--- src/rtl/i2c_arp_pkg.sv ---
package i2c_arp_pkg;
  localparam int BYTE_W = 8;
  localparam int ADDR_W = 10;
  localparam int A7_W   = 7;
  localparam int HI_W   = ADDR_W - BYTE_W;

  typedef enum logic [1:0] {
    CLS_PLAIN  = 2'd0,
    CLS_GCALL  = 2'd1,
    CLS_RESV   = 2'd2,
    CLS_TEN_HI = 2'd3
  } byte_cls_e;

  // Sort the 7-bit address field of a first byte into protocol classes.
  function automatic byte_cls_e classify(input logic [BYTE_W-1:0] b);
    logic [A7_W-1:0] a;
    a = b[BYTE_W-1:1];
    if (a == '0 && !b[0])             return CLS_GCALL;
    else if (a[A7_W-1:3] == 4'b0000)  return CLS_RESV;
    else if (a[A7_W-1:2] == 5'b11111) return CLS_RESV;
    else if (a[A7_W-1:2] == 5'b11110) return CLS_TEN_HI;
    else                              return CLS_PLAIN;
  endfunction

  // Mask actually applied: cleared when the management mode is on.
  function automatic logic [ADDR_W-1:0] eff_mask(input logic [ADDR_W-1:0] m,
                                                 input logic mgmt);
    return mgmt ? '0 : m;
  endfunction
endpackage

--- src/rtl/i2c_arp_compare.sv ---
module i2c_arp_compare #(
  parameter int W = 7
) (
  input  logic [W-1:0] rx,
  input  logic [W-1:0] own,
  input  logic [W-1:0] dont_care,
  output logic         hit
);
  logic [W-1:0] bit_ok;

  for (genvar i = 0; i < W; i++) begin : g_bit
    assign bit_ok[i] = dont_care[i] | ~(rx[i] ^ own[i]);
  end

  assign hit = &bit_ok;
endmodule

--- src/rtl/i2c_arp_classify.sv ---
module i2c_arp_classify
  import i2c_arp_pkg::*;
(
  input  logic [BYTE_W-1:0] rx_byte,
  output byte_cls_e         cls,
  output logic              rw
);
  assign cls = classify(rx_byte);
  assign rw  = rx_byte[0];
endmodule

--- src/rtl/i2c_arp_seq.sv ---
module i2c_arp_seq
  import i2c_arp_pkg::*;
(
  input  logic      clk,
  input  logic      rst,
  input  logic      byte_vld,
  input  logic      addr_first,
  input  logic      stop_det,
  input  byte_cls_e cls,
  input  logic      rw,
  input  logic      ten_bit_en,
  input  logic      gcall_en,
  input  logic      hit7,
  input  logic      hit_hi,
  input  logic      hit_lo,
  output logic      ack_vld,
  output logic      ack,
  output logic      matched,
  output logic      gcall_hit,
  output logic      rw_bit,
  output logic      hi_pend,
  output logic      full10
);
  logic dec_ack, nxt_hi, nxt_full, nxt_m, nxt_g, nxt_rw, nxt_av;

  always_comb begin
    dec_ack  = 1'b0;
    nxt_hi   = hi_pend;
    nxt_full = full10;
    nxt_m    = matched;
    nxt_g    = gcall_hit;
    nxt_rw   = rw_bit;
    nxt_av   = byte_vld && !stop_det;
    if (stop_det) begin
      nxt_hi   = 1'b0;
      nxt_full = 1'b0;
      nxt_m    = 1'b0;
      nxt_g    = 1'b0;
    end else if (byte_vld && addr_first) begin
      nxt_hi   = 1'b0;
      nxt_full = 1'b0;
      nxt_m    = 1'b0;
      nxt_g    = 1'b0;
      unique case (cls)
        CLS_GCALL: begin
          if (gcall_en) begin
            dec_ack = 1'b1;
            nxt_g   = 1'b1;
            nxt_rw  = 1'b0;
          end
        end
        CLS_TEN_HI: begin
          if (ten_bit_en && hit_hi) begin
            if (!rw) begin
              dec_ack = 1'b1;
              nxt_hi  = 1'b1;
            end else if (full10) begin
              dec_ack  = 1'b1;
              nxt_full = 1'b1;
              nxt_m    = 1'b1;
              nxt_rw   = 1'b1;
            end
          end
        end
        CLS_PLAIN: begin
          if (!ten_bit_en && hit7) begin
            dec_ack = 1'b1;
            nxt_m   = 1'b1;
            nxt_rw  = rw;
          end
        end
        default: ;
      endcase
    end else if (byte_vld && hi_pend) begin
      nxt_hi = 1'b0;
      if (hit_lo) begin
        dec_ack  = 1'b1;
        nxt_full = 1'b1;
        nxt_m    = 1'b1;
        nxt_rw   = 1'b0;
      end
    end
  end

  always_ff @(posedge clk) begin
    if (rst) begin
      ack_vld   <= 1'b0;
      ack       <= 1'b0;
      matched   <= 1'b0;
      gcall_hit <= 1'b0;
      rw_bit    <= 1'b0;
      hi_pend   <= 1'b0;
      full10    <= 1'b0;
    end else begin
      ack_vld   <= nxt_av;
      ack       <= dec_ack;
      matched   <= nxt_m;
      gcall_hit <= nxt_g;
      rw_bit    <= nxt_rw;
      hi_pend   <= nxt_hi;
      full10    <= nxt_full;
    end
  end
endmodule

--- src/rtl/i2c_addr_recog.sv ---
module i2c_addr_recog
  import i2c_arp_pkg::*;
(
  input  logic              clk,
  input  logic              rst,
  input  logic              byte_vld,
  input  logic              addr_first,
  input  logic              stop_det,
  input  logic [BYTE_W-1:0] rx_byte,
  input  logic [ADDR_W-1:0] own_addr,
  input  logic [ADDR_W-1:0] addr_mask,
  input  logic              ten_bit_en,
  input  logic              gcall_en,
  input  logic              mgmt_en,
  output logic              ack_vld,
  output logic              ack,
  output logic              matched,
  output logic              gcall_hit,
  output logic              rw_bit
);
  logic [ADDR_W-1:0] mask_w;
  byte_cls_e         cls_w;
  logic              rw_w;
  logic              hit7_w, hit_hi_w, hit_lo_w;
  logic              hi_pend_w, full10_w;

  assign mask_w = eff_mask(addr_mask, mgmt_en);

  i2c_arp_classify u_cls (
    .rx_byte (rx_byte),
    .cls     (cls_w),
    .rw      (rw_w)
  );

  i2c_arp_compare #(.W(A7_W)) u_cmp7 (
    .rx        (rx_byte[BYTE_W-1:1]),
    .own       (own_addr[A7_W-1:0]),
    .dont_care (mask_w[A7_W-1:0]),
    .hit       (hit7_w)
  );

  i2c_arp_compare #(.W(HI_W)) u_cmp_hi (
    .rx        (rx_byte[HI_W:1]),
    .own       (own_addr[ADDR_W-1:BYTE_W]),
    .dont_care (mask_w[ADDR_W-1:BYTE_W]),
    .hit       (hit_hi_w)
  );

  i2c_arp_compare #(.W(BYTE_W)) u_cmp_lo (
    .rx        (rx_byte),
    .own       (own_addr[BYTE_W-1:0]),
    .dont_care (mask_w[BYTE_W-1:0]),
    .hit       (hit_lo_w)
  );

  i2c_arp_seq u_seq (
    .clk        (clk),
    .rst        (rst),
    .byte_vld   (byte_vld),
    .addr_first (addr_first),
    .stop_det   (stop_det),
    .cls        (cls_w),
    .rw         (rw_w),
    .ten_bit_en (ten_bit_en),
    .gcall_en   (gcall_en),
    .hit7       (hit7_w),
    .hit_hi     (hit_hi_w),
    .hit_lo     (hit_lo_w),
    .ack_vld    (ack_vld),
    .ack        (ack),
    .matched    (matched),
    .gcall_hit  (gcall_hit),
    .rw_bit     (rw_bit),
    .hi_pend    (hi_pend_w),
    .full10     (full10_w)
  );
endmodule

--- config.mk ---
export PLATFORM = sky130hd
export DESIGN_NAME = i2c_addr_recog
export DESIGN_NICKNAME = d
export VERILOG_FILES = /design/src/rtl/i2c_arp_pkg.sv /design/src/rtl/i2c_arp_compare.sv /design/src/rtl/i2c_arp_classify.sv /design/src/rtl/i2c_arp_seq.sv /design/src/rtl/i2c_addr_recog.sv
export SDC_FILE = /design/constraint.sdc
export NUM_CORES = 1
export LEC_CHECK = 0
export ABC_AREA = 0
export BUFFER_PORTS_ARGS = -buffer_cell sky130_fd_sc_hd__buf_2
export CORE_MARGIN = 2
export CORE_UTILIZATION = 44
export DETAILED_ROUTE_END_ITERATION = 8
export PLACE_DENSITY = 0.78
export RECOVER_POWER = 100
export SLEW_MARGIN = 10
export SYNTH_ARGS = -nofsm -noshare
export SYNTH_HDL_FRONTEND = slang
export SYNTH_SLANG_ARGS = --single-unit
--- constraint.sdc ---
create_clock -name clk -period 3.51 [get_ports clk]
set_input_delay 0.8775 -clock clk [delete_from_list [all_inputs] [get_ports clk]]
set_output_delay 0.8775 -clock clk [all_outputs]
set_load 0.02 [all_outputs]
==> key figures, run 1 <==
Run status
  • Status: completed

STA
  • Period utilization: between 80% and 90%
  • Slew @ Worst Pin: between 0.5 and 0.6 ns
  • F_max: around 340 MHz
  • Setup TNS: 0 ns
  • Fin crit period: roughly 2.9 ns
  • RSZ-0062 raised after global routing: false
  • Final setup violation count: 0
  • Fin. Hold Viols: 0
  • Setup Skew: approximately 0.0070 ns
  • Final Max Slew Viols: 0
  • Slew HR: between 60% and 70%

Worst setup path
  • CP arrival: about 3.1 ns
  • Worst EP required: ~3.7 ns
  • CP max FO: 9
  • R2r setup slk: 2.25 ns
  • Crit path capture type: register
  • Startpoint types: input pin
  • Crit Path Class: input pin to register

Floorplan
  • FP Rows: 15
  • Initial Util: between 40% and 50%
  • Core Region: ~1700 sq um
  • I/O pin count: just over 40
  • Die Footprint: about 2100 sq um
  • Die Wd: ~46 microns
  • Die height: approximately 46 microns

Synthesis
  • Complex-gate fraction of the synthesized area: a little over a quarter
  • Synth area leader: xnor2_1
  • Fraction of registers with async set/reset: 0%
  • Syn_nets: about 140
  • Most common cell in the netlist: xnor2_1
  • Netlist cell types: 31
  • Register area share after synthesis: about 18%
  • Post-Synthesis Cell Area: approximately 800 sq um
  • Yosys warnings: 0
  • Synth Area in XOR/XNOR: about a fifth
  • Simple-gate area share of the yosys netlist: ~28%
  • Ys flop type: dfxtp_1
  • Adder-cell share of the synthesized area: about 4.8%
  • Synth Instances: 100
  • Post-synth top area share: 18.92%
  • Mean Syn Cell Area: about 7.9 sq um
  • Most frequent cells after synthesis: xnor2_1 (17), nor2b_1 (11), nor2_1 (8), o22ai_1 (8), dfxtp_1 (7)
  • Ranking of synthesized cells by area: xnor2_1 (19%), dfxtp_1 (18%), nor2b_1 (8.7%), o22ai_1 (6.4%), ha_1 (4.8%)
  • Post-synth EDFFs: 0
  • Mux cell area share after synthesis: 0%
  • Flops & latches, synth: 7
  • Largest family of logic cells by synthesized area: simple AND/OR/NAND/NOR gates

Drt
  • Post-DR vias/cell: approximately 5.3
  • Routed Antenna Nets: 0
  • Number of DRC markers in iteration 0: 8
  • Vias: a little under 900
  • Routed Wire Length: 2113 microns
  • WL/cell: approximately 13 microns
  • DRT Pass-1 Iters: 4
  • DR DRC count: 0

Global route
  • Pin count of the biggest net entering global routing: 11
  • Initial antenna violation count: 0
  • Grt ovf: 0
  • GRT Resource Usage Total: ~22%
  • Vias in the first global route: ~850
  • Global-route wire length before repair: approximately 3500 microns

Hold path
  • HP Class: register to register

Power and ir drop
  • Pwr/cell area: approximately 240 nW/um^2
  • Leak pwr: just under 0.4 nW
  • Total power: 237.4 uW
  • VDD IR max: about 0.18 mV

Clocking
  • H-Tree Depth: 1
  • Post-CTS Hold Fix Bufs: 0
  • Reg clk slew, reported paths: about 0.05 ns
  • Clk buf depth: 2
  • CTS sink cnt: 7
  • Root buffer cell: clkbuf_4
  • Post-CTS Setup Bufs: 0
  • Post-CTS sizing: 0
  • CTS buffer count: 3
  • CTS tree: yes
  • Clock latency on the worst-skew pair: 0.26 ns

Cells and area
  • Post-layout utilization of the core: about three fifths
  • Final-stage net count: about 180
  • Area delta synth->final: 27.50%
  • Share of layout cells above drive strength 1: approximately 28%
  • N_diodes: 0

Placement
  • Dpl hpwl: 1801 microns
  • I/O Buffers: 40
  • GPL Wtd Cong: 0.8502

Run
  • MaxCap Viol Count: 0
stage by stage:
stage               setup slack [ns]  instance area, sq um  hold WS, ns  std cells
floorplan                     0.6210                 787.0       0.4596        100
global placement              0.5118                  1003       0.4802        163
detailed placement            0.4582                  1003       0.4910        163
CTS                           0.7255                  1030       0.5059        167
global route                  0.3983                  1003       0.5277        167
finish                        0.5837                  1003       0.5031        167
logic make-up after synthesis:
family,count (synthesis)
flip-flops,7
AND/OR/NAND/NOR,40
XOR/XNOR,17
adder cells (fa/ha/maj),3
AO/OA/AOI/OAI,27
buffers and inverters,6
per-layer routing:
metal	vias to the layer above	track usage, %	part of all wire, %
met5	-	0	0
met3	7	3.137	2.9
met4	0	8.000	1.6
met2	25	41.94	51
li1	453	-	-
met1	408	25.00	45
sequential cells by signal, indices dropped and copies added (netlist names):
name	cells
u_seq.gcall_hit	1
u_seq.full10	1
u_seq.matched	1
u_seq.ack_vld	1
u_seq.ack	1
u_seq.rw_bit	1
u_seq.hi_pend	1
worst paths after layout:
path | startpoint | depth (start not counted) | endpoint
setup / recovery | rx_byte[0] | 7 | u_seq.rw_bit$_SDFFE_PP0P_
setup reg to reg | u_seq.hi_pend$_SDFFE_PP0P_ | 4 | u_seq.rw_bit$_SDFFE_PP0P_
hold reg to reg | u_seq.gcall_hit$_SDFFE_PP0P_ | 2 | u_seq.gcall_hit$_SDFFE_PP0P_
hold / removal | u_seq.gcall_hit$_SDFFE_PP0P_ | 2 | u_seq.gcall_hit$_SDFFE_PP0P_
cells in the final DEF, fill, tap and decap left out, types with 2 or more instances in the layout:
cell      synthesis  routed
buf_2             0      33
xnor2_1          17      17
nor2b_1          11      11
o22ai_1           8       9
nor2_1            8       8
clkbuf_1          1       8
dfxtp_1           7       7
a21oi_1           6       6
nand2_1           5       5
inv_1             4       4
nor4_1            4       4
nand3_1           4       4
or4_1             2       3
ha_1              3       3
clkbuf_4          0       3
o21ai_0           2       2
layout make-up:
type                            instances  area (sq um)
Timing Repair Buffer                   40         191.4
Inverter                                4         15.01
Fill cell                             171         704.4
Tap cell                               25         31.28
Clock buffer                            4         26.28
Multi-Input combinational cell         87         599.3
Sequential cell                         7         140.1
critical path: stages:
cell and delay (ns):
clkbuf_1 0.19, or4_1 0.59, a21boi_0 0.26, inv_1 0.10, ha_1 0.30, or4_1 0.52
o41ai_1 0.23
power breakdown:
part | switching, mW | internal [mW]
clock | 0.0307 | 0.0434
combinational | 0.0418 | 0.0412
sequential | 0.000145 | 0.0802
(Power assumes the default switching activity.)
==> run 2: changes to the inputs <==
--- a/config.mk
+++ b/config.mk
@@ -8,9 +8,9 @@
 export ABC_AREA = 0
 export BUFFER_PORTS_ARGS = -buffer_cell sky130_fd_sc_hd__buf_2
 export CORE_MARGIN = 2
-export CORE_UTILIZATION = 44
+export CORE_UTILIZATION = 40
 export DETAILED_ROUTE_END_ITERATION = 8
-export PLACE_DENSITY = 0.78
+export PLACE_DENSITY = 0.75
 export RECOVER_POWER = 100
 export SLEW_MARGIN = 10
 export SYNTH_ARGS = -nofsm -noshare
==> constraint.sdc (replaced) <==
create_clock -name clk -period 2.5 [get_ports clk]
set_input_delay 0.625 -clock clk [delete_from_list [all_inputs] [get_ports clk]]
set_output_delay 0.625 -clock clk [all_outputs]
set_load 0.02 [all_outputs]
==> key figures, run 2 (synthesized netlist as in run 1, its figures left out) <==
Worst setup path
  • Top Family by Delay on Critical Path: simple AND/OR/NAND/NOR gates
  • CP startpoint: rx_byte[3]
  • Critical Path Max Stage Delay: 0.56 ns (-0.03 ns)
  • Startpoint types: input pin
  • WP buf/inv: 2 (unchanged)
  • Crit Path Class: input pin to register
  • Crit-path cells: buf_2, or4_4, a21boi_2, inv_1, ha_1, or4_1, o41ai_2
  • CP arrival: 2.53 ns (-0.55 ns)
  • R2r setup slk: 1.20 ns (-1.05 ns)
  • CP max FO: 3 (-6)
  • Crit path capture type: register
  • R2r endpoint: u_seq.rw_bit$_SDFFE_PP0P_
  • Worst Reg-to-Reg Cells: 4 (unchanged)
  • Reg2Reg Launch Point: u_seq.hi_pend$_SDFFE_PP0P_
  • Stages on worst setup path: 7 (unchanged)
  • Crit path to: u_seq.rw_bit$_SDFFE_PP0P_
  • Worst EP required: 2.66 ns (-1.01 ns)
  • Slowest cell on crit path: or4_4

Placement
  • Dpl hpwl: 1866 microns (+3.6%)
  • DP Area: 1122 sq um (+12%)
  • I/O Buffers: 40 (unchanged)
  • GPL Wtd Cong: 0.8563 (+0.72%)

Cells and area
  • Share of layout cells above drive strength 1: 38.85% (+11 points)
  • Final-stage net count: 197 (+8.2%)
  • Design Area, Final: 1141 sq um (+14%)
  • Most common cell after layout, fill and taps aside: buf_2
  • Commonest non-fill, non-tap cells in the layout: buf_2 (35), xnor2_1 (17), buf_4 (14)
  • Area delta synth->final: 44.99%
  • N_diodes: 0 (unchanged)

STA
  • F_max: around 420 MHz
  • Setup Skew: 0.003535 ns (-0.003420 ns)
  • Final setup violation count: 0 (unchanged)
  • Slew HR: 68.14% (+3.8 points)
  • Fin crit period: around 2.4 ns
  • Final Max Slew Viols: 0 (unchanged)
  • Slew @ Worst Pin: 0.4736 ns (-0.05655 ns)
  • Fin. Hold Viols: 0 (unchanged)
  • RSZ-0062 raised after global routing: false
  • Period utilization: a little over nine tenths

Hold path
  • HP Class: register to register

Clocking
  • Post-CTS Hold Fix Bufs: 0 (unchanged)
  • Post-CTS Setup Bufs: 0 (unchanged)
  • Root buffer cell: clkbuf_4
  • CTS buffer count: 3 (unchanged)
  • Clock latency on the worst-skew pair: 0.25 ns (about the same)
  • Clk buf depth: 2 (unchanged)
  • Reg clk slew, reported paths: 0.05 ns (about the same)
  • H-Tree Depth: 1 (unchanged)
  • CTS tree: yes
  • Post-CTS sizing: 0 (unchanged)
  • CTS sink cnt: 7 (unchanged)

Drt
  • Post-DR vias/cell: 5.261 (-1.6%)
  • Number of DRC markers in iteration 0: 10 (+2)
  • WL/cell: 12.07 microns (-4.6%)
  • DR DRC count: 0 (unchanged)
  • Routed Antenna Nets: 0 (unchanged)
  • Routed Wire Length: 2220 microns (+5.1%)
  • DRT Pass-1 Iters: 4 (unchanged)
  • Vias: 968 (+8.4%)

Global route
  • Global-route wire length before repair: 3898 microns (+11%)
  • Pin count of the biggest net entering global routing: 11 (unchanged)
  • Vias in the first global route: 967 (+13%)
  • Grt ovf: 0 (unchanged)
  • GRT Resource Usage Total: 20.33% (-2.0 points)
  • Initial antenna violation count: 0 (unchanged)

Run status
  • Status: completed

Floorplan
  • Die Footprint: 2338 sq um (+9.1%)
  • Die height: 48.36 microns (+4.5%)
  • I/O pin count: 41 (unchanged)
  • Die Wd: 48.36 microns (+4.5%)
  • Core Region: 1902 sq um (+11%)
  • Initial Util: 41.38% (-4.7 points)
  • FP Rows: 16 (+1)

Power and ir drop
  • Pwr/cell area: 305.1 nW/um^2 (+29%)
  • Total power: 348.2 uW (+47%)
  • Leak pwr: 0.4692 nW (+22%)
  • VDD IR max: 0.2184 mV (+19%)

Run
  • MaxCap Viol Count: 0 (unchanged)
-- run 2: power breakdown --
group / internal [mW] / switching, mW
sequential: 0.113 / 0.000284
combinational: 0.0699 / 0.0630
clock: 0.0609 / 0.0415
total: 0.243 / 0.105
-- run 2: cell type report --
type | count | area (sq um)
fill | 182 | 760.7
tap | 27 | 33.78
sequential | 7 | 140.1
multi-input combinational | 87 | 623.1
timing repair buffer | 55 | 302.8
inverter | 4 | 15.01
clock buffer | 4 | 26.28
-- run 2: worst min-delay path, stage by stage, from the launching register on --
cell	delay, ns
dfxtp_1	0.33
nand2_1	0.06
a21oi_1	0.05
-- run 2: stage by stage --
stage	util [%]	hold WS [ns]	std cells	TNS, ns	setup WS [ns]
5_1_grt	60.00	0.5029	184	0	0.05901
4_1_cts	60.39	0.4888	184	0	0.1121
3_3_place_gp	59.01	0.4671	180	-0.2757	-0.1043
3_5_place_dp	59.01	0.4780	180	-0.4181	-0.1440
6_report	60.00	0.4977	184	0	0.1266
2_1_floorplan	-	0.4596	100	0	0.04604
-- run 2: how the worst min path moves through the flow --
stage | endpoint | cells past startpoint | from | slack (ns)
2_1_floorplan | u_seq.full10$_SDFFE_PP0P_ | 2 | u_seq.full10$_SDFFE_PP0P_ | 0.46
3_3_place_gp | u_seq.gcall_hit$_SDFFE_PP0P_ | 2 | u_seq.gcall_hit$_SDFFE_PP0P_ | 0.47
3_5_place_dp | u_seq.gcall_hit$_SDFFE_PP0P_ | 2 | u_seq.gcall_hit$_SDFFE_PP0P_ | 0.48
4_1_cts | u_seq.full10$_SDFFE_PP0P_ | 2 | u_seq.full10$_SDFFE_PP0P_ | 0.49
5_1_grt | u_seq.full10$_SDFFE_PP0P_ | 2 | u_seq.full10$_SDFFE_PP0P_ | 0.50
6_report | u_seq.full10$_SDFFE_PP0P_ | 2 | u_seq.full10$_SDFFE_PP0P_ | 0.50
-- run 2: per-layer routing --
layer | global-route usage, % | vias up | share of wire [%]
li1 | - | 480 | -
met1 | 24.52 | 434 | 42
met2 | 35.42 | 49 | 47
met3 | 3.395 | 5 | 8.0
met4 | 9.048 | 0 | 2.3
met5 | 0 | - | 0
